==> src/rtl/dram_addr_pkg.sv <==
package dram_addr_pkg;
   typedef enum logic [1:0] {
      ACT_HOLD = 2'd0,
      ACT_LOAD = 2'd1,
      ACT_UP   = 2'd2,
      ACT_DOWN = 2'd3
   } ctr_act_e;

   function automatic ctr_act_e decode_act(input logic ld, input logic up, input logic dn);
      if (ld)            return ACT_LOAD;
      else if (up && !dn) return ACT_UP;
      else if (dn && !up) return ACT_DOWN;
      else               return ACT_HOLD;
   endfunction
endpackage

==> src/rtl/dram_disp_step.sv <==
module dram_disp_step #(
   parameter int ADDR_W     = 7,
   parameter int LINE_LEN   = 40,
   parameter int LINE2_BASE = 64
) (
   input  logic [ADDR_W-1:0] cur,
   input  logic              two_line,
   output logic [ADDR_W-1:0] nxt_up,
   output logic [ADDR_W-1:0] nxt_dn
);
   localparam logic [ADDR_W-1:0] ONE_LAST  = ADDR_W'(2*LINE_LEN - 1);
   localparam logic [ADDR_W-1:0] L1_LAST   = ADDR_W'(LINE_LEN - 1);
   localparam logic [ADDR_W-1:0] L2_FIRST  = ADDR_W'(LINE2_BASE);
   localparam logic [ADDR_W-1:0] L2_LAST   = ADDR_W'(LINE2_BASE + LINE_LEN - 1);
   localparam logic [ADDR_W-1:0] ZERO      = '0;
   localparam logic [ADDR_W-1:0] ONE       = ADDR_W'(1);

   logic in_hole;
   logic [ADDR_W-1:0] one_up, one_dn, two_up, two_dn;

   assign in_hole = (cur > L1_LAST) && (cur < L2_FIRST);

   always_comb begin
      if (cur >= ONE_LAST) one_up = ZERO;
      else                 one_up = cur + ONE;
      if (cur == ZERO)          one_dn = ONE_LAST;
      else if (cur > ONE_LAST)  one_dn = ONE_LAST;
      else                      one_dn = cur - ONE;
   end

   always_comb begin
      if (cur == L1_LAST || in_hole) two_up = L2_FIRST;
      else if (cur >= L2_LAST)       two_up = ZERO;
      else                           two_up = cur + ONE;
      if (cur == ZERO)                two_dn = L2_LAST;
      else if (cur == L2_FIRST || in_hole) two_dn = L1_LAST;
      else if (cur > L2_LAST)         two_dn = L2_LAST;
      else                            two_dn = cur - ONE;
   end

   assign nxt_up = two_line ? two_up : one_up;
   assign nxt_dn = two_line ? two_dn : one_dn;
endmodule

==> src/rtl/dram_char_step.sv <==
module dram_char_step #(
   parameter int ADDR_W = 7,
   parameter int CHAR_W = 6
) (
   input  logic [ADDR_W-1:0] cur,
   output logic [ADDR_W-1:0] nxt_up,
   output logic [ADDR_W-1:0] nxt_dn
);
   logic [CHAR_W-1:0] low_up, low_dn;
   assign low_up = cur[CHAR_W-1:0] + CHAR_W'(1);
   assign low_dn = cur[CHAR_W-1:0] - CHAR_W'(1);

   generate
      if (CHAR_W == ADDR_W) begin : g_full
         assign nxt_up = low_up;
         assign nxt_dn = low_dn;
      end else begin : g_pad
         assign nxt_up = {{(ADDR_W-CHAR_W){1'b0}}, low_up};
         assign nxt_dn = {{(ADDR_W-CHAR_W){1'b0}}, low_dn};
      end
   endgenerate
endmodule

==> src/rtl/dram_addr_ctr.sv <==
module dram_addr_ctr #(
   parameter int ADDR_W     = 7,
   parameter int LINE_LEN   = 40,
   parameter int LINE2_BASE = 64,
   parameter int CHAR_W     = 6
) (
   input  logic              clk,
   input  logic              rst_n,
   input  logic              load_en,
   input  logic [ADDR_W-1:0] load_val,
   input  logic              inc,
   input  logic              dec,
   input  logic              two_line,
   input  logic              tgt_char,
   output logic [ADDR_W-1:0] addr
);
   import dram_addr_pkg::*;

   localparam logic [ADDR_W-1:0] ONE_LAST = ADDR_W'(2*LINE_LEN - 1);
   localparam logic [ADDR_W-1:0] L1_LAST  = ADDR_W'(LINE_LEN - 1);
   localparam logic [ADDR_W-1:0] L2_FIRST = ADDR_W'(LINE2_BASE);
   localparam logic [ADDR_W-1:0] L2_LAST  = ADDR_W'(LINE2_BASE + LINE_LEN - 1);

   generate
      if (LINE2_BASE < LINE_LEN)
         $error("second line must start after the first line ends");
      if (LINE2_BASE + LINE_LEN > (1 << ADDR_W))
         $error("second line does not fit in the address width");
      if (2*LINE_LEN > (1 << ADDR_W))
         $error("single line does not fit in the address width");
      if (CHAR_W > ADDR_W || CHAR_W < 1)
         $error("glyph width must lie within the address width");
   endgenerate

   logic [ADDR_W-1:0] addr_q, addr_d;
   logic [ADDR_W-1:0] disp_up, disp_dn, char_up, char_dn, load_cut;
   ctr_act_e act;

   dram_disp_step #(.ADDR_W(ADDR_W), .LINE_LEN(LINE_LEN), .LINE2_BASE(LINE2_BASE)) u_disp (
      .cur(addr_q), .two_line(two_line), .nxt_up(disp_up), .nxt_dn(disp_dn));

   dram_char_step #(.ADDR_W(ADDR_W), .CHAR_W(CHAR_W)) u_char (
      .cur(addr_q), .nxt_up(char_up), .nxt_dn(char_dn));

   generate
      if (CHAR_W == ADDR_W) begin : g_ld_full
         assign load_cut = load_val;
      end else begin : g_ld_cut
         assign load_cut = {{(ADDR_W-CHAR_W){1'b0}}, load_val[CHAR_W-1:0]};
      end
   endgenerate

   assign act = decode_act(load_en, inc, dec);

   always_comb begin
      unique case (act)
         ACT_LOAD: addr_d = tgt_char ? load_cut : load_val;
         ACT_UP:   addr_d = tgt_char ? char_up  : disp_up;
         ACT_DOWN: addr_d = tgt_char ? char_dn  : disp_dn;
         default:  addr_d = addr_q;
      endcase
   end

   always_ff @(posedge clk or negedge rst_n) begin
      if (!rst_n) addr_q <= '0;
      else        addr_q <= addr_d;
   end

   assign addr = addr_q;

   logic step_cmd;
   assign step_cmd = !load_en && (inc ^ dec);

   // idle or conflicting strobes leave the address alone
   p_hold_r8: assert property (@(posedge clk) disable iff (!rst_n)
      (!load_en && (inc == dec)) |=> $stable(addr));

   // glyph load clears the upper bits
   p_char_load_r2: assert property (@(posedge clk) disable iff (!rst_n)
      (load_en && tgt_char) |=> (addr >> CHAR_W) == '0);

   // one-line up stays in the 80-cell window
   p_one_up_range_r3: assert property (@(posedge clk) disable iff (!rst_n)
      (step_cmd && inc && !tgt_char && !two_line) |=> addr <= ONE_LAST);

   // one-line down stays in the 80-cell window
   p_one_dn_range_r4: assert property (@(posedge clk) disable iff (!rst_n)
      (step_cmd && dec && !tgt_char && !two_line) |=> addr <= ONE_LAST);

   // two-line steps never land in the hole or past line two
   p_two_no_hole_r5: assert property (@(posedge clk) disable iff (!rst_n)
      (step_cmd && !tgt_char && two_line) |=>
         (addr <= L1_LAST || (addr >= L2_FIRST && addr <= L2_LAST)));

   // step down from the second-line start goes to the first-line end
   p_two_dn_seam_r6: assert property (@(posedge clk) disable iff (!rst_n)
      (step_cmd && dec && !tgt_char && two_line && addr == L2_FIRST) |=> addr == L1_LAST);

   // glyph stepping stays in the glyph range
   p_char_step_r7: assert property (@(posedge clk) disable iff (!rst_n)
      (step_cmd && tgt_char) |=> (addr >> CHAR_W) == '0);
endmodule

==> config.mk <==
export PLATFORM = sky130hd
export DESIGN_NAME = dram_addr_ctr
export DESIGN_NICKNAME = d
export VERILOG_FILES = /design/src/rtl/dram_addr_pkg.sv /design/src/rtl/dram_disp_step.sv /design/src/rtl/dram_char_step.sv /design/src/rtl/dram_addr_ctr.sv
export SDC_FILE = /design/constraint.sdc
export NUM_CORES = 1
export LEC_CHECK = 0
export BUFFER_PORTS_ARGS = -buffer_cell sky130_fd_sc_hd__buf_4
export CORE_UTILIZATION = 50
export DETAILED_ROUTE_END_ITERATION = 7
export PLACE_DENSITY = 0.78
export SLEW_MARGIN = 0
export SYNTH_ARGS = -nofsm -noshare
export SYNTH_HDL_FRONTEND = slang
export SYNTH_HIERARCHICAL = 1
export SYNTH_SLANG_ARGS = --single-unit
==> constraint.sdc <==
create_clock -name clk -period 2.7 [get_ports clk]
set_input_delay 0.27 -clock clk [delete_from_list [all_inputs] [get_ports clk]]
set_output_delay 0.27 -clock clk [all_outputs]
set_load 0.01 [all_outputs]
Yosys cells after proc, flatten, opt, wreduce, memory -nomap -nowiden:

Cells that the tools add are included.
Widths: inputs -> output; s select.

* flip-flop bits (word level): 7
* output and inout bits: 7

* add/sub/neg operators: 4
* order comparisons: 6
* equality and inequality tests: 5
* muxes and demuxes: 17
* reduce and logical (&&, ||, !) cells: 9

Operators by type and width (count)
* $mux 7: 13
* $pmux 7 s3: 1
* $ge 7x7->1 const B: 2
* $gt 7x7->1 const B: 2
* $add 7x1->7 const B: 1
* $eq 7x6->1 const B: 1
* $eq 7x7->1 const B: 1
* $gt 7x6->1 const B: 1
* $logic_not 7->1: 1
* $lt 7x7->1 const B: 1
* $sub 7x1->7 const B: 1
* $add 6x1->6 const B: 1
* $mux 2: 3
* $sub 6x1->6 const B: 1
* $eq 2x2->1 const B: 2
* $logic_and 1x1->1: 3
* $reduce_bool 3->1: 1
* $eq 2x1->1 const B: 1
* $logic_not 1->1: 2
* $logic_or 1x1->1: 2

Depth between registers and ports, before layout:

* depth after elaboration: 8
* depth in mapped cells: 9

By module:

Netlist, hierarchy kept.

Modules (own cells, without submodules)
* dram_addr_ctr: instances 1, cells each 54, area an instance 581.8 um^2
* dram_disp_step: instances 1, cells each 61, area an instance 409.1 um^2
* dram_char_step: instances 1, cells each 26, area an instance 182.7 um^2

Least setup slack after synthesis:

OpenSTA, ideal clock, no wires.

* kind: register to register
* start: register addr_q[0] (netlist: addr[0])
* end: register addr_q[4] (netlist: addr[4])
* data arrival time: 1925 ps
* data required time: 2576 ps
* setup slack: 652 ps
* stages on the path, launching flop included: 9
* path buffers: 0
* period minus slack after synthesis: 2048 ps
* path through: dfrtp_1 > ha_1 > or3b_1 > o32ai_1 > a21oi_2 > and3_1 > mux2i_1 > o22a_1 > a2bb2oi_1

* longest elaborated chain between the ends: 8
* elaborated cells on any way between the ends: 29

Ends and longest elaborated chain
* from (decl): RTL line dram_addr_ctr.sv:35 `logic [ADDR_W-1:0] addr_q, addr_d;`
* from (signal assigned): RTL line dram_addr_ctr.sv:66 `else addr_q <= addr_d;`
* $gt 7x6->1 or $lt 7x7->1 (tied branches): RTL line dram_disp_step.sv:21 `assign in_hole = (cur > L1_LAST) && (cur < L2_FIRST);`
* $logic_and 1x1->1: RTL line dram_disp_step.sv:21
* $logic_or 1x1->1: RTL line dram_disp_step.sv:36 `else if (cur == L2_FIRST || in_hole) two_dn = L1_LAST;`
* $mux 7: RTL line dram_disp_step.sv:36
* $mux 7: RTL line dram_disp_step.sv:35 `if (cur == ZERO) two_dn = L2_LAST;`
* $mux 7 *: RTL line dram_disp_step.sv:42 `assign nxt_dn = two_line ? two_dn : one_dn;`
* named net disp_dn[4]: RTL line dram_addr_ctr.sv:36 `logic [ADDR_W-1:0] disp_up, disp_dn, char_up, char_dn, load_cut;`
* $mux 7 *: RTL line dram_addr_ctr.sv:59 `ACT_DOWN: addr_d = tgt_char ? char_dn : disp_dn;`
* $pmux 7 s3 *: RTL line dram_addr_ctr.sv:56 `unique case (act)`

The timed path passes the listed nets; every way through them passes the cells marked *.
A chain may end at the register's enable or synchronous reset.

Worst setup path after layout:

Ends and elaborated chain as after synthesis.

==> impl_metrics.env <==
export IMPL_outcome="finished, violations left"
export IMPL_violations="DRC"
export IMPL_cts_tree="done"
export IMPL_root_buffer="clkbuf_4"
export IMPL_finalSetupTns_ps=0
export IMPL_setup_violations=0
export IMPL_grt_overflow=0
export IMPL_hold_ws_ps=348.7
export IMPL_regMostFlops="addr"
export IMPL_cts_sinks=7
export IMPL_yosysTopAreaCell="dfrtp_1"
export IMPL_drive_gt1_frac=0.2065
export IMPL_start_kind="flip-flop"
export IMPL_dieHeight_um=50.45
export IMPL_path_max_fanout=15
export IMPL_ctsResizeCount=0
export IMPL_ys_top_cells_by_area="dfrtp_1 15%, mux2i_1 12%, xnor2_1 6.7%"
export IMPL_final_util=0.5820
export IMPL_max_freq_mhz=435.5
export IMPL_ys_types=39
export IMPL_path_class="reg -> reg"
export IMPL_yosysSeqAreaShare=0.1493
export IMPL_ys_seq_elements=7
export IMPL_relSlewSlack=0.5721
export IMPL_die_w_um=50.45
export IMPL_clockBufferDepth=2
export IMPL_peakVddDrop_mv=0.3608
export IMPL_final_area_mm2=0.001287
export IMPL_leakage_uw=0.0005963
export IMPL_drv_slew=0
export IMPL_critPathRequiredTime_ps=2880
export IMPL_nets=175
export IMPL_min_period_ps=2296
export IMPL_drc_errors=2
export IMPL_clkTransAtPathRegs_ps=50
export IMPL_firstDrtPassIters=7
export IMPL_wl_per_cell_um=14.07
export IMPL_synthCells=141
export IMPL_top_regs="addr x7"
export IMPL_io_pins=21
export IMPL_skew_ps=0.5807
export IMPL_via_per_inst=5.825
export IMPL_nFillCells=216
export IMPL_timing_reg2reg_setup_slack_ps=400
export IMPL_cts_buffers=3
export IMPL_vias=1066
export IMPL_design_power_total_uw=656.3
export IMPL_finalWeightedCongestion=0.8853
export IMPL_synth_edf_count=0
export IMPL_synth_ff_type="dfrtp_1"
export IMPL_design_die_area_mm2=0.002545
export IMPL_clkLatencyLatePin_ps=260
export IMPL_diodes=0
export IMPL_antenna_found_initial=0
export IMPL_postPlaceCellArea_mm2=0.001251
export IMPL_grt_max_degree=18
export IMPL_endpoint_kind="flip-flop"
export IMPL_syn_to_final_growth_pct=9.701
export IMPL_worst_slew_pin_slew_ps=641.9
export IMPL_syn_area_per_cell_um2=8.324
export IMPL_largest_reg_flops=7
export IMPL_rsz0062_at_grt="no"
export IMPL_antenna_left=0
export IMPL_first_global_vias=975
export IMPL_htreeDepth=1
export IMPL_async_flop_share=1.000
export IMPL_routed_wl_um=2574
export IMPL_netlist_area_leader_share=0.1493
export IMPL_powerDensity_mw_per_mm2=509.7
export IMPL_first_iter_violations=35
export IMPL_num_rows=17
export IMPL_initial_core_util=0.5305
export IMPL_grt_pass1_wl_um=4305
export IMPL_io_buffers=20
export IMPL_hpwl_um=1943
export IMPL_hold_path_class="in -> reg"
export IMPL_finalCritPeriodShare=0.8505
export IMPL_finalHoldViolations=0
export IMPL_critical_path_arrival_ps=2480
export IMPL_seq_area_um2=175.2
export IMPL_grt_use_total=0.2185
export IMPL_cap_violations=0
export IMPL_core_area_mm2=0.002212
export IMPL_synth_area_mm2=0.001174
export IMPL_ys_warnings_count=6
export IMPL_multi_input_area_um2=857.1
final timing paths:
check | startpoint | endpoint | depth (start not counted)
min in group asynchronous | rst_n | addr[3]$_DFFE_PN0P_ | 2
min reg2reg | addr[6]$_DFFE_PN0P_ | addr[6]$_DFFE_PN0P_ | 1
max in group asynchronous | rst_n | addr[6]$_DFFE_PN0P_ | 2
max reg2reg | addr[0]$_DFFE_PN0P_ | addr[4]$_DFFE_PN0P_ | 9
max | addr[0]$_DFFE_PN0P_ | addr[4]$_DFFE_PN0P_ | 9
min | load_val[2] | addr[2]$_DFFE_PN0P_ | 3
cell usage in the layout (no fill, tap or decap), types with 2 or more instances in the layout:
cell       synthesis  layout
nand3_1            8       8
or3b_1             2       2
o22a_1             7       7
dfrtp_1            7       7
inv_1              9       9
mux2i_1           14      14
conb_1             1       2
nand2_1            5       5
a21oi_1            3       3
clkbuf_4           0       3
nor2_1            15      15
o31ai_1            2       2
a2bb2oi_1          6       6
buf_4              4      20
ha_1               5       5
xor2_1             7       7
o21ai_0            9       9
nor3b_4            2       2
xnor2_1            9       9
power by group:
part,internal (uW),switching [uW]
Combinational,190,173
Clock,56.6,42.3
Sequential,121,73.1
Total,368,288
metrics by stage:
stage               instances  setup WS [ps]
finish                    183          403.6
global route              183          204.8
CTS                       183          397.6
detailed placement        178          414.1
global placement          178          534.1
floorplan                 142          651.9
cell type report:
| type | count | share of cell area |
|---|---|---|
| flip-flops and latches | 7 | 0.1361 |
| repair buffers | 21 | 0.1244 |
| inverters | 9 | 0.02624 |
| clock buffers | 4 | 0.02041 |
| multi-input cells | 114 | 0.6657 |
| well taps | 28 | 0.02721 |
critical path, stage by stage (launching register included):
cell and delay (ps):
dfrtp_1 610, inv_1 90, ha_1 240, nor3b_4 170
nor3b_4 200, a22oi_2 330, and3_1 220, mux2i_1 70
o22a_1 180, a2bb2oi_1 120
cells in the mapped netlist, types with 2 or more instances:
cell and count:
nand2_1 5, inv_1 9, buf_4 4, o31ai_1 2, ha_1 5, dfrtp_1 7
o21ai_0 9, a2bb2oi_1 6, mux2i_1 14, buf_6 5, o22a_1 7, buf_2 2
nor3b_4 2, xor2_1 7, xnor2_1 9, or3b_1 2, nor2_1 15, a21oi_1 3
nand3_1 8
timing repair:
| action | 4_1_cts | 5_1_grt |
|---|---|---|
| setup buffers | 0 | 0 |
| endpoints found under the setup margin | 0 | 0 |
| hold endpoints to repair | 7 | 0 |
| hold buffers | 1 | 0 |
metal layers:
layer,GRT usage,share of wire,up-vias
li1,-,-,527
met2,0.3622,0.51,27
met4,0.03241,0.0054,0
met5,0,0,-
met1,0.2939,0.45,510
met3,0.04848,0.034,2
kinds of logic after synthesis:
group	count (synthesis)	synth area share
AO/OA/AOI/OAI	35	0.2260
XOR/XNOR	16	0.1194
adder cells (fa/ha/maj)	5	0.05330
buffers and inverters	21	0.1237
flip-flops	7	0.1493
multiplexers	15	0.1290
other	1	0.003195
AND/OR/NAND/NOR	41	0.1962
Power figures use the tool's default switching activity.
